<file path="src/rtl/spause_pkg.sv">
package spause_pkg;

  typedef enum logic [2:0] {
    SP_IDLE       = 3'd0,
    SP_RUN        = 3'd1,
    SP_ENTER_WAIT = 3'd2,
    SP_HELD       = 3'd3,
    SP_EXIT_WAIT  = 3'd4,
    SP_LOCKOUT    = 3'd5
  } sp_state_e;

  typedef struct packed {
    logic cs_n;
    logic sclk;
    logic pause_n;
    logic qe;
  } sp_in_t;

  localparam int SP_IN_W = $bits(sp_in_t);
  localparam sp_in_t SP_IN_RST = '{cs_n: 1'b1, sclk: 1'b0, pause_n: 1'b1, qe: 1'b0};

endpackage

</file>
<file path="src/rtl/spause_sync.sv">
module spause_sync #(
  parameter int            STAGES  = 2,
  parameter int            W       = 4,
  parameter logic [W-1:0]  RST_VAL = '0
) (
  input  logic         clk,
  input  logic         rst_n,
  input  logic [W-1:0] d_i,
  output logic [W-1:0] q_o
);
  logic [STAGES-1:0][W-1:0] chain_q;
  logic [STAGES-1:0][W-1:0] chain_d;

  always_comb begin
    chain_d[0] = d_i;
    for (int i = 1; i < STAGES; i++) begin
      chain_d[i] = chain_q[i-1];
    end
  end

  always_ff @(posedge clk or negedge rst_n) begin
    if (!rst_n) begin
      chain_q <= {STAGES{RST_VAL}};
    end else begin
      chain_q <= chain_d;
    end
  end

  assign q_o = chain_q[STAGES-1];
endmodule

</file>
<file path="src/rtl/spause_fsm.sv">
module spause_fsm
  import spause_pkg::*;
(
  input  logic   clk,
  input  logic   rst_n,
  input  sp_in_t in_s,
  output logic   hold_o,
  output logic   xfer_en_o,
  output logic   lock_o,
  output logic   lock_enter_o
);
  sp_state_e state_q, state_d;
  logic cs_act, hold_req, sck_low;

  assign cs_act   = ~in_s.cs_n;
  assign hold_req = ~in_s.pause_n & ~in_s.qe;
  assign sck_low  = ~in_s.sclk;

  always_comb begin
    state_d = state_q;
    unique case (state_q)
      SP_IDLE: begin
        if (cs_act) state_d = SP_RUN;
      end
      SP_RUN: begin
        if (!cs_act)       state_d = SP_IDLE;
        else if (hold_req) state_d = sck_low ? SP_HELD : SP_ENTER_WAIT;
      end
      SP_ENTER_WAIT: begin
        if (!cs_act)        state_d = SP_IDLE;
        else if (!hold_req) state_d = SP_RUN;
        else if (sck_low)   state_d = SP_HELD;
      end
      SP_HELD: begin
        if (!cs_act)           state_d = SP_LOCKOUT;
        else if (in_s.qe)      state_d = SP_RUN;
        else if (in_s.pause_n) state_d = sck_low ? SP_RUN : SP_EXIT_WAIT;
      end
      SP_EXIT_WAIT: begin
        if (!cs_act)            state_d = SP_LOCKOUT;
        else if (in_s.qe)       state_d = SP_RUN;
        else if (!in_s.pause_n) state_d = SP_HELD;
        else if (sck_low)       state_d = SP_RUN;
      end
      SP_LOCKOUT: begin
        if (!cs_act && in_s.pause_n) state_d = SP_IDLE;
      end
      default: state_d = SP_IDLE;
    endcase
  end

  always_ff @(posedge clk or negedge rst_n) begin
    if (!rst_n) begin
      state_q <= SP_IDLE;
    end else begin
      state_q <= state_d;
    end
  end

  assign hold_o       = (state_q == SP_HELD) || (state_q == SP_EXIT_WAIT);
  assign xfer_en_o    = (state_q == SP_RUN) || (state_q == SP_ENTER_WAIT);
  assign lock_o       = (state_q == SP_LOCKOUT);
  assign lock_enter_o = (state_d == SP_LOCKOUT) && (state_q != SP_LOCKOUT);

  // a pause only begins from a sample with the serial clock low
  assert_entry_sclk_low_R3: assert property (@(posedge clk) disable iff (!rst_n)
    $rose(hold_o) |-> $past(in_s.sclk) == 1'b0);

  // a normal release (no deselect, no quad mode) also waits for clock low
  assert_exit_sclk_low_R5: assert property (@(posedge clk) disable iff (!rst_n)
    ($fell(hold_o) && !lock_o && !$past(in_s.qe)) |-> $past(in_s.sclk) == 1'b0);

  // quad mode leaves the block not paused on the following cycle
  assert_quad_blocks_hold_R6: assert property (@(posedge clk) disable iff (!rst_n)
    in_s.qe |=> !hold_o);

  // deselect while paused leads into lockout
  assert_deselect_locks_R8: assert property (@(posedge clk) disable iff (!rst_n)
    (hold_o && in_s.cs_n) |=> lock_o);

  // lockout is left only with deselect and pause input high together
  assert_lock_exit_R9: assert property (@(posedge clk) disable iff (!rst_n)
    $fell(lock_o) |-> ($past(in_s.cs_n) && $past(in_s.pause_n)));

  // the three modes are exclusive
  assert_modes_exclusive_R9: assert property (@(posedge clk) disable iff (!rst_n)
    $onehot0({hold_o, xfer_en_o, lock_o}));
endmodule

</file>
<file path="src/rtl/spause_pulse.sv">
module spause_pulse #(
  parameter int WIDTH_CYC = 4
) (
  input  logic clk,
  input  logic rst_n,
  input  logic trig_i,
  output logic pulse_o
);
  localparam int CW = $clog2(WIDTH_CYC + 1);
  localparam logic [CW-1:0] LOAD_VAL = CW'(WIDTH_CYC);

  logic [CW-1:0] cnt_q, cnt_d;
  logic          cnt_en;

  always_comb begin
    cnt_en = trig_i || (cnt_q != '0);
    cnt_d  = trig_i ? LOAD_VAL : cnt_q - 1'b1;
  end

  always_ff @(posedge clk or negedge rst_n) begin
    if (!rst_n) begin
      cnt_q <= '0;
    end else if (cnt_en) begin
      cnt_q <= cnt_d;
    end
  end

  assign pulse_o = (cnt_q != '0);

  // checker state: length of the current pulse so far
  logic [CW:0] len_q;
  always_ff @(posedge clk or negedge rst_n) begin
    if (!rst_n) begin
      len_q <= '0;
    end else if (pulse_o) begin
      len_q <= len_q + 1'b1;
    end else begin
      len_q <= '0;
    end
  end

  // a pulse never lasts longer than the configured width
  assert_pulse_width_R8: assert property (@(posedge clk) disable iff (!rst_n)
    pulse_o |-> (len_q < (CW+1)'(WIDTH_CYC)));

  // a trigger starts the pulse on the next cycle
  assert_pulse_start_R8: assert property (@(posedge clk) disable iff (!rst_n)
    trig_i |=> pulse_o);
endmodule

</file>
<file path="src/rtl/spi_pause_ctrl.sv">
module spi_pause_ctrl
  import spause_pkg::*;
#(
  parameter int SYNC_STAGES   = 2,
  parameter int RST_PULSE_CYC = 4
) (
  input  logic clk,
  input  logic rst_n,
  input  logic cs_n_i,
  input  logic sclk_i,
  input  logic pause_n_i,
  input  logic quad_en_i,
  output logic hold_o,
  output logic xfer_en_o,
  output logic lockout_o,
  output logic iface_rst_o
);
  // asynchronous assertion, synchronous release
  logic [1:0] rst_pipe_q;
  logic       rst_int_n;

  always_ff @(posedge clk or negedge rst_n) begin
    if (!rst_n) begin
      rst_pipe_q <= 2'b00;
    end else begin
      rst_pipe_q <= {rst_pipe_q[0], 1'b1};
    end
  end
  assign rst_int_n = rst_pipe_q[1];

  sp_in_t raw_in, sync_in;
  logic   lock_enter;

  assign raw_in = '{cs_n: cs_n_i, sclk: sclk_i, pause_n: pause_n_i, qe: quad_en_i};

  spause_sync #(
    .STAGES (SYNC_STAGES),
    .W      (SP_IN_W),
    .RST_VAL(SP_IN_RST)
  ) u_sync (
    .clk  (clk),
    .rst_n(rst_int_n),
    .d_i  (raw_in),
    .q_o  (sync_in)
  );

  spause_fsm u_fsm (
    .clk         (clk),
    .rst_n       (rst_int_n),
    .in_s        (sync_in),
    .hold_o      (hold_o),
    .xfer_en_o   (xfer_en_o),
    .lock_o      (lockout_o),
    .lock_enter_o(lock_enter)
  );

  spause_pulse #(
    .WIDTH_CYC(RST_PULSE_CYC)
  ) u_pulse (
    .clk    (clk),
    .rst_n  (rst_int_n),
    .trig_i (lock_enter),
    .pulse_o(iface_rst_o)
  );

  // a reset pulse only starts together with the lockout
  assert_pulse_with_lock_R10: assert property (@(posedge clk) disable iff (!rst_int_n)
    $rose(iface_rst_o) |-> $rose(lockout_o));
endmodule

</file>
<file path="config.mk">
export PLATFORM = sky130hd
export DESIGN_NAME = spi_pause_ctrl
export DESIGN_NICKNAME = d
export VERILOG_FILES = /design/src/rtl/spause_pkg.sv /design/src/rtl/spause_sync.sv /design/src/rtl/spause_fsm.sv /design/src/rtl/spause_pulse.sv /design/src/rtl/spi_pause_ctrl.sv
export SDC_FILE = /design/constraint.sdc
export NUM_CORES = 1
export LEC_CHECK = 0
export BUFFER_PORTS_ARGS = -buffer_cell sky130_fd_sc_hd__buf_2
export CAP_MARGIN = 20
export CORE_UTILIZATION = 48
export CTS_CLUSTER_SIZE = 20
export DETAILED_ROUTE_END_ITERATION = 10
export PLACE_DENSITY = 0.71
export SETUP_SLACK_MARGIN = 0.2
export SLEW_MARGIN = 5
export SYNTH_ARGS = -nofsm -noshare
export SYNTH_HDL_FRONTEND = slang
export SYNTH_SLANG_ARGS = --single-unit
</file>
<file path="constraint.sdc">
create_clock -name clk -period 1 [get_ports clk]
set_input_delay 0.2 -clock clk [delete_from_list [all_inputs] [get_ports clk]]
set_output_delay 0.2 -clock clk [all_outputs]
set_load 0.02 [all_outputs]
</file>
* After elaboration in Yosys (flattened, before gate mapping) *
Cells that the tools add are included.

storage, ports and cells
  memories = 0
  output and inout port bits = 4
  word-level logic and storage cells = 41
  input bits = 6
  memory bits (read-only) = 0
  register bits after elaboration = 16
  bits in writable memories = 0
  bits in latches = 0

cells by class
  add/subtract/negate cells = 1
  divide/modulo/power cells = 0
  eq/ne operators = 7
  shifts and indexed selects = 0
  $lt $le $gt $ge = 0
  reductions and logical operators = 7
  multiplexer cells = 18
  bitwise operators = 3
  multiply operators = 0

operators by type and width
  operator               count
  $mux W3                16
  $pmux W3 S6            1
  $eq A3 B3 Y1 const B   3
  $eq A3 B2 Y1 const B   2
  $eq A3 B1 Y1 const B   1
  $logic_not A3 Y1       1
  $logic_or A1 B1 Y1     3
  $ne A3 B3 Y1 const B   1
  $reduce_bool A3 Y1     1
  $sub A3 B1 Y3 const B  1
  $logic_and A1 B1 Y1    2
  $not A1 Y1             2
  $and A1 B1 Y1          1
  $mux W1                1

* Longest topological paths before layout *
Gate-level depths: netlist (run 1).

  word-level depth = 8
  mapped depth = 5
  gate-level depth less buffers = 5

* Cells and area by module *
Synthesis (run 1) repeated with hierarchy kept, for this count alone.

unflattened totals
  cells, all modules = 56
  area, all modules = 685.7 µm²

modules (own cells, without submodules)
  module          seq. area each (µm²)  instances  area an instance (µm²)  cells an instance
  spause_fsm      75.1                  1          249.0                   29
  spause_sync     205.2                 1          205.2                   8
  spause_pulse    75.1                  1          177.7                   16
  spi_pause_ctrl  50.0                  1          53.8                    3

* Least setup slack after synthesis (run 1) *
OpenSTA, ideal clock, no wires.

  path type = reg2reg
  from = register u_sync.chain_q, in the netlist u_sync.q_o[3]
  to = register u_pulse.cnt_q[2]
  setup slack = -0.629 ns
  data arrival time = 1.562 ns
  setup time = 0.066 ns
  data required time = 0.934 ns
  period minus slack after synthesis = 1.629 ns
  path buffers = 0
  cell stages (with the launch flop) = 5
  cell sequence = dfstp_2 nor2b_1 mux4_2 a221oi_4 a221o_1

on the way
  longest elaborated chain between the ends = 6
  elaborated cells between the ends (all ways) = 12
  those cells by class = 1 x eq/ne; 8 x mux; 3 x reduce/logical

RTL lines
  item                                                  line                                    text
  start: declaration                                    spause_sync.sv:11                       logic [STAGES-1:0][W-1:0] chain_q;
  start signal: assignment                              spause_sync.sv:23                       chain_q <= {STAGES{RST_VAL}};
  start signal: assignment                              spause_sync.sv:25                       chain_q <= chain_d;
  $logic_and A1 B1 Y1                                   spause_fsm.sv:46                        if (!cs_act && in_s.pause_n) state_d = SP_IDLE;
  $mux W3                                               spause_fsm.sv:46
  $pmux W3 S6 *                                         spause_fsm.sv:21                        unique case (state_q)
  via u_fsm.state_d[0]                                  spause_fsm.sv:12                        sp_state_e state_q, state_d;
  $eq A3 B3 Y1 *                                        spause_fsm.sv:63                        assign lock_enter_o = (state_d == SP_LOCKOUT) && (state_q != SP_LOCKOUT);
  $logic_and A1 B1 Y1 *                                 spause_fsm.sv:63
  $mux W3 / $logic_or A1 B1 Y1 (equally long branches)  spause_pulse.sv:17, spause_pulse.sv:16
  end signal: assignment                                spause_pulse.sv:24                      cnt_q <= cnt_d;
  end: declaration                                      spause_pulse.sv:12                      logic [CW-1:0] cnt_q, cnt_d;

Mark *: on every way through the listed nets, which the timed path passes. The rest lies on a longest branch.
A chain may end at the register's enable or synchronous reset.

* Worst setup path in the final report (run 1) *
Ends and elaborated chain as after synthesis.

==> impl_metrics.yaml, run 1 <==
die:
  dieHeight_um: 42.07
  core.rowCount: 14
  die_area_um2: 1770
  ios: 10
  start_util_pct: 51.16
  core_area_um2: 1506
  die_width_um: 42.07
timing:
  finalWorstSetupSlack_ns: -0.7271
  setup_viol: 10
  max_freq_mhz: 579.0
  min_period_over_period_pct: 172.7
  finalMaxSlewViolations: 0
  fin_crit_ns: 1.727
  rsz0062_at_grt: "yes"
  clock_skew_ns: 0.01352
  hold_ws_ns: 0.01747
  final-hold-violation-count: 0
logic_synthesis:
  syn-num-nets: 73
  yosys.area.top_type: "dfrtp_1"
  syn_area_um2: 770.7
  syn_avg_cell_area_um2: 11.86
  synthesis.instances: 65
  synth_seq_area_share_pct: 52.60
  yosys_warnings: 0
  synth_top_area_share_pct: 38.96
  synth_cell_type_count: 32
  synth_area_leaders: "dfrtp_1 39%, dfstp_2 14%, a221oi_4 3.4%"
  ys_ff_latch: 16
flow_run:
  drv_cap: 0
clock_tree:
  cts_tree: "built"
  clk_pin_slew_ns: 0.10
  clock-sinks: 16
  numCtsBuffers: 3
  htree_levels: 1
  cts_root_buf: "clkbuf_4"
  clkLatencyLatePin_ns: 0.28
  cts_buffer_depth: 2
power:
  ir_drop_v: 0.001339
  p_per_area_nw_per_um2: 1806
  leakage_nw: 0.5201
  total_power_mw: 2.084
detailed_routing:
  via_count: 572
  drt-total-wl_um: 1520
  wire_per_inst_um: 13.57
  route.detailed.drc: 0
  dr.pass1.iters: 2
  via_per_inst: 5.107
  drt_iter0_markers: 3
  drtAntennaViolNets: 0
worst_setup_path:
  criticalPathCategory: "reg -> reg"
  critPathArrivalTime_ns: 1.95
  crit_required_ns: 1.22
  cp_max_fo: 6
  endpoint_kind: "flip-flop"
  start_kind: "flip-flop"
outcome:
  violations: "negative setup slack"
  outcome: "complete, but fails checks"
global_route:
  grt_antenna_before_repair: 0
  grt-ovfl-total: 0
  grt_pass1_wl_um: 2732
  grt_use_total_pct: 21.58
  grt_pass1_vias: 635
  grt_max_degree: 13
final_layout:
  antenna_cells: 0
  multiInputGateArea_um2: 419.2
  nNetsFinal: 105
  fin_cells: 112
  nFillCells: 108
  seq_area_um2: 406.6
  fin_util_pct: 76.58
  syn_to_final_growth_pct: 49.68
  drive_gt1_share_pct: 58.33
placement:
  io_buffers: 9
  dp.cells: 100
  dp_hpwl_um: 1166
  gp_congestion: 0.7571
  place_ws_ns: -0.8052
min_path:
  hold_class: "in -> reg"
[power breakdown]
part | internal [mW] | total, mW | switching [mW] | leakage [nW]
clock network | 0.221 | 0.408 | 0.187 | 0.0210
registers | 0.750 | 0.830 | 0.0793 | 0.185
logic | 0.484 | 0.846 | 0.362 | 0.314
[kinds of logic (layout without fill, tap and decap cells)]
logic type,after synthesis,count (layout),synth area share (%)
fa+ha+maj,2,2,3.246
simple gates,23,23,17.21
xor+xnor,3,3,3.410
mux,1,1,2.922
flops,16,16,52.60
compound gates,12,12,14.29
other cells,1,1,0.4865
buf+inv,7,38,5.844
[area by class of cell]
class | count | area share, %
tap | 16 | 1.735
timing repair buffer | 30 | 22.23
inverter | 4 | 1.302
multi-input combinational | 42 | 36.33
clock buffer | 4 | 3.145
sequential | 16 | 35.25
[cells in the final DEF (no fill, tap or decap), types with 2 or more instances in the layout]
cell       n
dfstp_2    4
nand2_1    3
buf_4     13
inv_1      2
dfrtp_1   11
nor2_1     4
and2b_2    3
nor2b_1    4
clkbuf_4   3
a21oi_1    2
buf_2      5
inv_2      2
buf_6     11
[metrics by stage]
step / TNS [ns] / cell area (um2)
after detailed placement: -4.323 / 957.2
after global placement: -3.779 / 957.2
after floorplan: -2.753 / 828.3
final: -5.225 / 1154
after global routing: -5.852 / 1154
after CTS: -5.107 / 1144
[state kept, by name, summed over array words and instances, names as in the netlist]
name and count:
u_sync.chain_d 4, u_pulse.cnt_q 3, rst_pipe_q 2, u_fsm.state_q 3, u_sync.q_o 4
[worst max-delay path, stage by stage (launching register included)]
cell	delay (ns)
dfstp_2	0.58
nor2b_1	0.05
mux4_2	0.50
a221oi_4	0.33
a221o_1	0.22
[layer usage]
metal  wire, um  GRT usage, %  up-vias
met5          0             0        -
met4         42         11.25        0
met3         26         4.310        4
met2        817         39.69        9
met1        633         23.05      278
li1           -             -      281
[path summary, 6_finish.rpt]
kind	from	endpoint	slack, ns	cells after the start
worst max-delay path	u_sync.q_o[3]$_DFF_PN1_	u_pulse.cnt_q[2]$_DFFE_PN0P_	-0.73	4
worst min-delay path	sclk_i	u_sync.chain_d[6]$_DFF_PN0_	0.02	1
worst max register to register	u_sync.q_o[3]$_DFF_PN1_	u_pulse.cnt_q[2]$_DFFE_PN0P_	-0.73	4
worst min register to register	rst_pipe_q[1]$_DFF_PN0_	u_fsm.state_q[2]$_DFF_PN0_	0.03	0
max in group asynchronous	rst_pipe_q[1]$_DFF_PN0_	u_sync.q_o[1]$_DFF_PN1_	0.52	1
min in group asynchronous	rst_pipe_q[1]$_DFF_PN0_	u_fsm.state_q[2]$_DFF_PN0_	0.03	0
[repair_timing]
item,4_1_cts,5_1_grt
hold buffers,1,0
pin swaps,3,0
resized for setup,23,1
cloned,0,0
hold endpoints to repair,2,0
buffers inserted,6,1
setup endpoints to repair,10,10
[synth_stat cells]
library cell  instances
nor2b_1               4
nand2_1               3
o21bai_1              1
a2111oi_0             1
a221oi_4              1
a2bb2oi_1             1
a221oi_1              1
or2_2                 1
a21oi_1               2
o311a_2               1
xnor2_1               2
ha_1                  2
and2_1                1
xor2_1                1
buf_6                 2
dfrtp_1              12
and2b_2               3
nand3_1               1
buf_4                 1
nor2_1                6
or3_1                 1
o21ai_0               1
o22ai_1               1
and3b_1               1
or2b_2                1
conb_1                1
inv_1                 4
mux4_2                1
a221o_1               1
nand2b_1              1
o21a_1                1
dfstp_2               4
No activity file was read; power rests on OpenSTA's default activity.
==> run 2: changes to the inputs <==
- GPL_TIMING_DRIVEN: unset -> 0
==> run 2 against run 1 <==
  * The flow still finishes with violations (negative setup slack)
  * Die area unchanged
  * Sequential cell count unchanged
  * Sequential power down 1%
  * Cell area up 0.22%
  * Critical path type unchanged
  * Largest cell class unchanged
  * Highest routed layer unchanged
==> impl_metrics.yaml, run 2 (synthesis gave the netlist of run 1 again) <==
outcome:
  outcome: "complete, but fails checks"
  violations: "negative setup slack"
global_route:
  grt_max_degree: 15
  grt_pass1_wl_um: 2677
  grt_antenna_before_repair: 0
  grt-ovfl-total: 0
  grt_pass1_vias: 604
  grt_use_total_pct: 20.98
clock_tree:
  cts_buffer_depth: 2
  clkLatencyLatePin_ns: 0.28
  numCtsBuffers: 3
  clock-sinks: 16
  htree_levels: 1
  cts_tree: "built"
  clk_pin_slew_ns: 0.09
  cts_root_buf: "clkbuf_4"
min_path:
  hold_end: "u_sync.chain_d[4]$_DFF_PN0_"
  hold_class: "in -> reg"
  holdPathStages: 1
  min_from: "quad_en_i"
die:
  die_width_um: 42.07
  dieHeight_um: 42.07
  start_util_pct: 51.16
  core.rowCount: 14
  die_area_um2: 1770
  core_area_um2: 1506
  ios: 10
timing:
  rsz0062_at_grt: "yes"
  max_freq_mhz: 577.6
  final-hold-violation-count: 0
  hold_ws_ns: 0.02123
  clock_skew_ns: 0.004185
  fin_crit_ns: 1.731
  tightest_slew_ns: 0.5512
  setup_viol: 10
  finalWorstSetupSlack_ns: -0.7314
  max_slew_margin_pct: 63.26
  min_period_over_period_pct: 173.1
  finalMaxSlewViolations: 0
detailed_routing:
  wl_met2_um: 909
  drt-total-wl_um: 1620
  m1WireLength_um: 656
  via_per_inst: 5.223
  dr.pass1.iters: 4
  dr_wl_met3_um: 43
  route.detailed.drc: 0
  via_count: 585
  highest_layer: "met4"
  drtAntennaViolNets: 0
  drt_iter0_markers: 2
  wire_per_inst_um: 14.46
final_layout:
  antenna_cells: 0
  drive_gt1_share_pct: 56.25
  syn_to_final_growth_pct: 50.00
  nNetsFinal: 105
  final_cell_mix: "12 x buf_4, 12 x dfrtp_1, 9 x buf_6, 6 x buf_2, 5 x nor2_1"
placement:
  dp_hpwl_um: 877.6
  gp_congestion: 0.7393
  io_buffers: 9
worst_setup_path:
  crit_start: "u_sync.q_o[1]$_DFF_PN1_"
  cp_max_fo: 6
  rr_startpoint: "u_sync.q_o[1]$_DFF_PN1_"
  endpoint_kind: "flip-flop"
  timing.reg2reg.setup_slack_ns: -0.73
  max_stage_delay_ns: 0.61
  criticalPathCategory: "reg -> reg"
  ff2ff_path_depth: 3
  path_cells: "mux4_2 > a221oi_4 > a21oi_1"
  crit_required_ns: 1.16
  critPathArrivalTime_ns: 1.89
  worstReg2RegEnd: "u_pulse.cnt_q[0]$_DFFE_PN0P_"
  crit_slowest_cell: "dfstp_2"
  start_kind: "flip-flop"
power:
  p_per_area_nw_per_um2: 1809
  leakage_nw: 0.5230
  total_power_mw: 2.091
  ir_drop_v: 0.001426
flow_run:
  drv_cap: 0
## run 2: how the worst max path moves through the flow
stage | endpoint | cells past startpoint
after global routing | u_pulse.cnt_q[2]$_DFFE_PN0P_ | 5
after CTS | u_pulse.cnt_q[1]$_DFFE_PN0P_ | 5
final | u_pulse.cnt_q[0]$_DFFE_PN0P_ | 3
after global placement | u_pulse.cnt_q[1]$_DFFE_PN0P_ | 4
after floorplan | u_pulse.cnt_q[1]$_DFFE_PN0P_ | 4
after detailed placement | u_pulse.cnt_q[1]$_DFFE_PN0P_ | 4
## run 2: cell type report
cell class / instances / area (um2)
flip-flops and latches: 16 / 405.4
well taps: 16 / 20.02
plain buffers: 3 / 33.78
clock buffers: 4 / 36.28
fillers: 95 / 350.3
inverters: 4 / 15.01
multi-input cells: 42 / 427.9
repair buffers: 27 / 217.7
## run 2: layer usage
layer | vias to the layer above | track usage (%)
li1 | 284 | -
met3 | 2 | 3.879
met2 | 15 | 37.19
met1 | 284 | 25.51
met5 | - | 0
met4 | 0 | 7.500
## run 2: power breakdown
group	internal [mW]	total, mW	leakage [nW]	switching, mW
registers	0.750	0.821	0.187	0.0707
logic	0.488	0.854	0.315	0.365
clock network	0.221	0.417	0.0210	0.196
total	1.46	2.09	0.523	0.632
## run 2: metrics by stage
step           TNS [ns]  cells  instance area, um2  utilization, %  setup WS, ns
6_report         -5.708    112                1156           76.74       -0.7314
5_1_grt          -6.203    112                1156           76.74       -0.7937
4_1_cts          -5.349    109                1117           74.17       -0.7076
3_5_place_dp     -3.882     90               893.4           59.30       -0.7718
3_3_place_gp     -3.605     90               893.4           59.30       -0.7192
2_1_floorplan    -2.753     65               828.3               -       -0.5952
## run 2: critical path, delay by kind of cell (launching register included)
kind / cells / cell delay [ns]
AOI/OAI and AO/OA: 2 / 0.44
muxes: 1 / 0.56
DFF: 1 / 0.61
## run 2: repair_timing
item / in CTS / in global routing
endpoints found under the setup margin: 10 / 10
pin swaps: 3 / 0
cloned: 1 / 0
gates resized for setup: 15 / 2
hold buffers: 1 / 2
endpoints found under the hold margin: 2 / 2
buffers inserted: 13 / 1
==> run 3: changes to the inputs <==
- CORE_UTILIZATION: 48 -> 40
- PLACE_DENSITY: 0.71 -> unset
==> run 3 against run 2 <==
  * The run still ends with negative setup slack left
  * First-iteration DRC count fell by 50%
  * Non-clock buffer count did not move
  * Worst hold slack got worse by 0.0068 ns
  * Final cell count rose by 8.0%
  * Maximum frequency fell by 1.2%
  * Clock power rose by 3%
  * Critical path type unchanged
==> impl_metrics.yaml, run 3 (synthesis gave the netlist of run 1 again) <==
flow_run:
  drv_cap: 0
timing:
  finalMaxSlewViolations: 0
  setup_viol: 10
  max_freq_mhz: 570.3
  min_period_over_period_pct: 175.3
  rsz0062_at_grt: "yes"
  tightest_slew_ns: 0.5712
  fin_crit_ns: 1.753
  final-hold-violation-count: 0
  setup-tns-final_ns: -5.347
  clock_skew_ns: 0.001394
  finalWorstSetupSlack_ns: -0.7533
  max_slew_margin_pct: 61.92
clock_tree:
  htree_levels: 1
  cts_root_buf: "clkbuf_4"
  clk_pin_slew_ns: 0.10
  clock-sinks: 16
  cts_tree: "built"
  cts_buffer_depth: 2
  numCtsBuffers: 3
  clkLatencyLatePin_ns: 0.28
final_layout:
  fin_cells: 121
  nNetsFinal: 105
  fin_util_pct: 66.60
  drive_gt1_share_pct: 55.21
  final_cell_mix: "12 x buf_6, 12 x dfrtp_1, 9 x buf_4, 6 x buf_2"
  syn_to_final_growth_pct: 52.44
  antenna_cells: 0
detailed_routing:
  dr_wl_met3_um: 33
  drt-total-wl_um: 1579
  drt_iter0_markers: 1
  wl_met2_um: 851
  drtAntennaViolNets: 0
  dr.pass1.iters: 3
  via_count: 566
  via_per_inst: 4.678
  wire_per_inst_um: 13.05
  highest_layer: "met4"
  m1WireLength_um: 683
  route.detailed.drc: 0
global_route:
  grt_pass1_wl_um: 2380
  grt_max_degree: 15
  grt_use_total_pct: 17.12
  grt_antenna_before_repair: 0
  grt-ovfl-total: 0
  grt_pass1_vias: 528
outcome:
  outcome: "complete, but fails checks"
  violations: "negative setup slack"
power:
  clockPowerShare_pct: 20.5
  leakage_nw: 0.5265
  ir_drop_v: 0.001430
  combPwrFrac_pct: 40.5
  net-switching-power_mw: 0.6451
  pwr-share-seq_pct: 39.0
  switching_share_pct: 30.73
  p_per_area_nw_per_um2: 1787
  p_int_mw: 1.454
worst_setup_path:
  start_kind: "flip-flop"
  endpoint_kind: "flip-flop"
  critPathArrivalTime_ns: 1.91
  cp_max_fo: 6
  criticalPathCategory: "reg -> reg"
  crit_required_ns: 1.16
die:
  die_area_um2: 2106
  core_area_um2: 1764
  die_width_um: 45.90
  ios: 10
  dieHeight_um: 45.90
  start_util_pct: 43.69
  core.rowCount: 15
min_path:
  hold_class: "in -> reg"
placement:
  dp.cells: 99
  dp_hpwl_um: 883
  gp_congestion: 0.7644
  io_buffers: 9
run 3: cell type report:
cell class	count	area, um2
fillers	161	589.3
inverters	4	15.01
multi-input cells	42	424.2
well taps	25	31.28
clock buffers	4	36.28
plain buffers	3	33.78
repair buffers	27	229.0
flip-flops and latches	16	405.4
run 3: power by group through the flow:
stage	clock (mW)	sequential, mW	combinational, mW
after floorplan	0	0.821	0.500
after global placement	0	0.834	0.577
after detailed placement	0	0.838	0.605
after CTS	0.426	0.818	0.800
after global routing	0.458	0.833	0.922
final	0.430	0.819	0.850
run 3: worst paths after layout:
kind	startpoint	endpoint	slack [ns]	depth (start not counted)
worst max-delay path	u_sync.q_o[3]$_DFF_PN1_	u_pulse.cnt_q[1]$_DFFE_PN0P_	-0.75	4
worst min-delay path	quad_en_i	u_sync.chain_d[4]$_DFF_PN0_	0.01	1
worst max register to register	u_sync.q_o[3]$_DFF_PN1_	u_pulse.cnt_q[1]$_DFFE_PN0P_	-0.75	4
worst min register to register	rst_pipe_q[1]$_DFF_PN0_	u_fsm.state_q[1]$_DFF_PN0_	0.24	0
max in group asynchronous	rst_pipe_q[1]$_DFF_PN0_	u_sync.q_o[1]$_DFF_PN1_	0.39	0
min in group asynchronous	rst_n	rst_pipe_q[1]$_DFF_PN0_	0.21	2
run 3: through the flow:
stage          worst slack [ns]  power [mW]  hold slack (ns)  cell area, um2
2_1_floorplan           -0.5952       1.321         -0.09559           828.3
3_3_place_gp            -0.7237       1.411         -0.01456           904.6
3_5_place_dp            -0.7449       1.443         -0.01297           904.6
4_1_cts                 -0.7109       2.044         0.002939            1119
5_1_grt                 -0.8446       2.212         0.002153            1175
6_report                -0.7533       2.099          0.01438            1175
run 3: worst max-delay path, stage by stage, from the launching register on:
cell,delay (ns)
dfstp_2,0.60
nor2b_1,0.06
mux4_2,0.50
a221oi_4,0.32
a221oi_1,0.14
run 3: metal layers:
metal / global-route usage, % / up-vias
met4: 7.059 / 0
met3: 3.571 / 2
li1: - / 283
met2: 28.73 / 9
met1: 21.23 / 272
met5: 0 / -
run 3: timing repair:
action	4_1_cts	5_1_grt
setup buffers	13	1
resized for setup	17	4
gates cloned	1	0
hold buffers	1	2
hold endpoints to repair	2	2
pin swaps	5	2
setup endpoints to repair	10	10
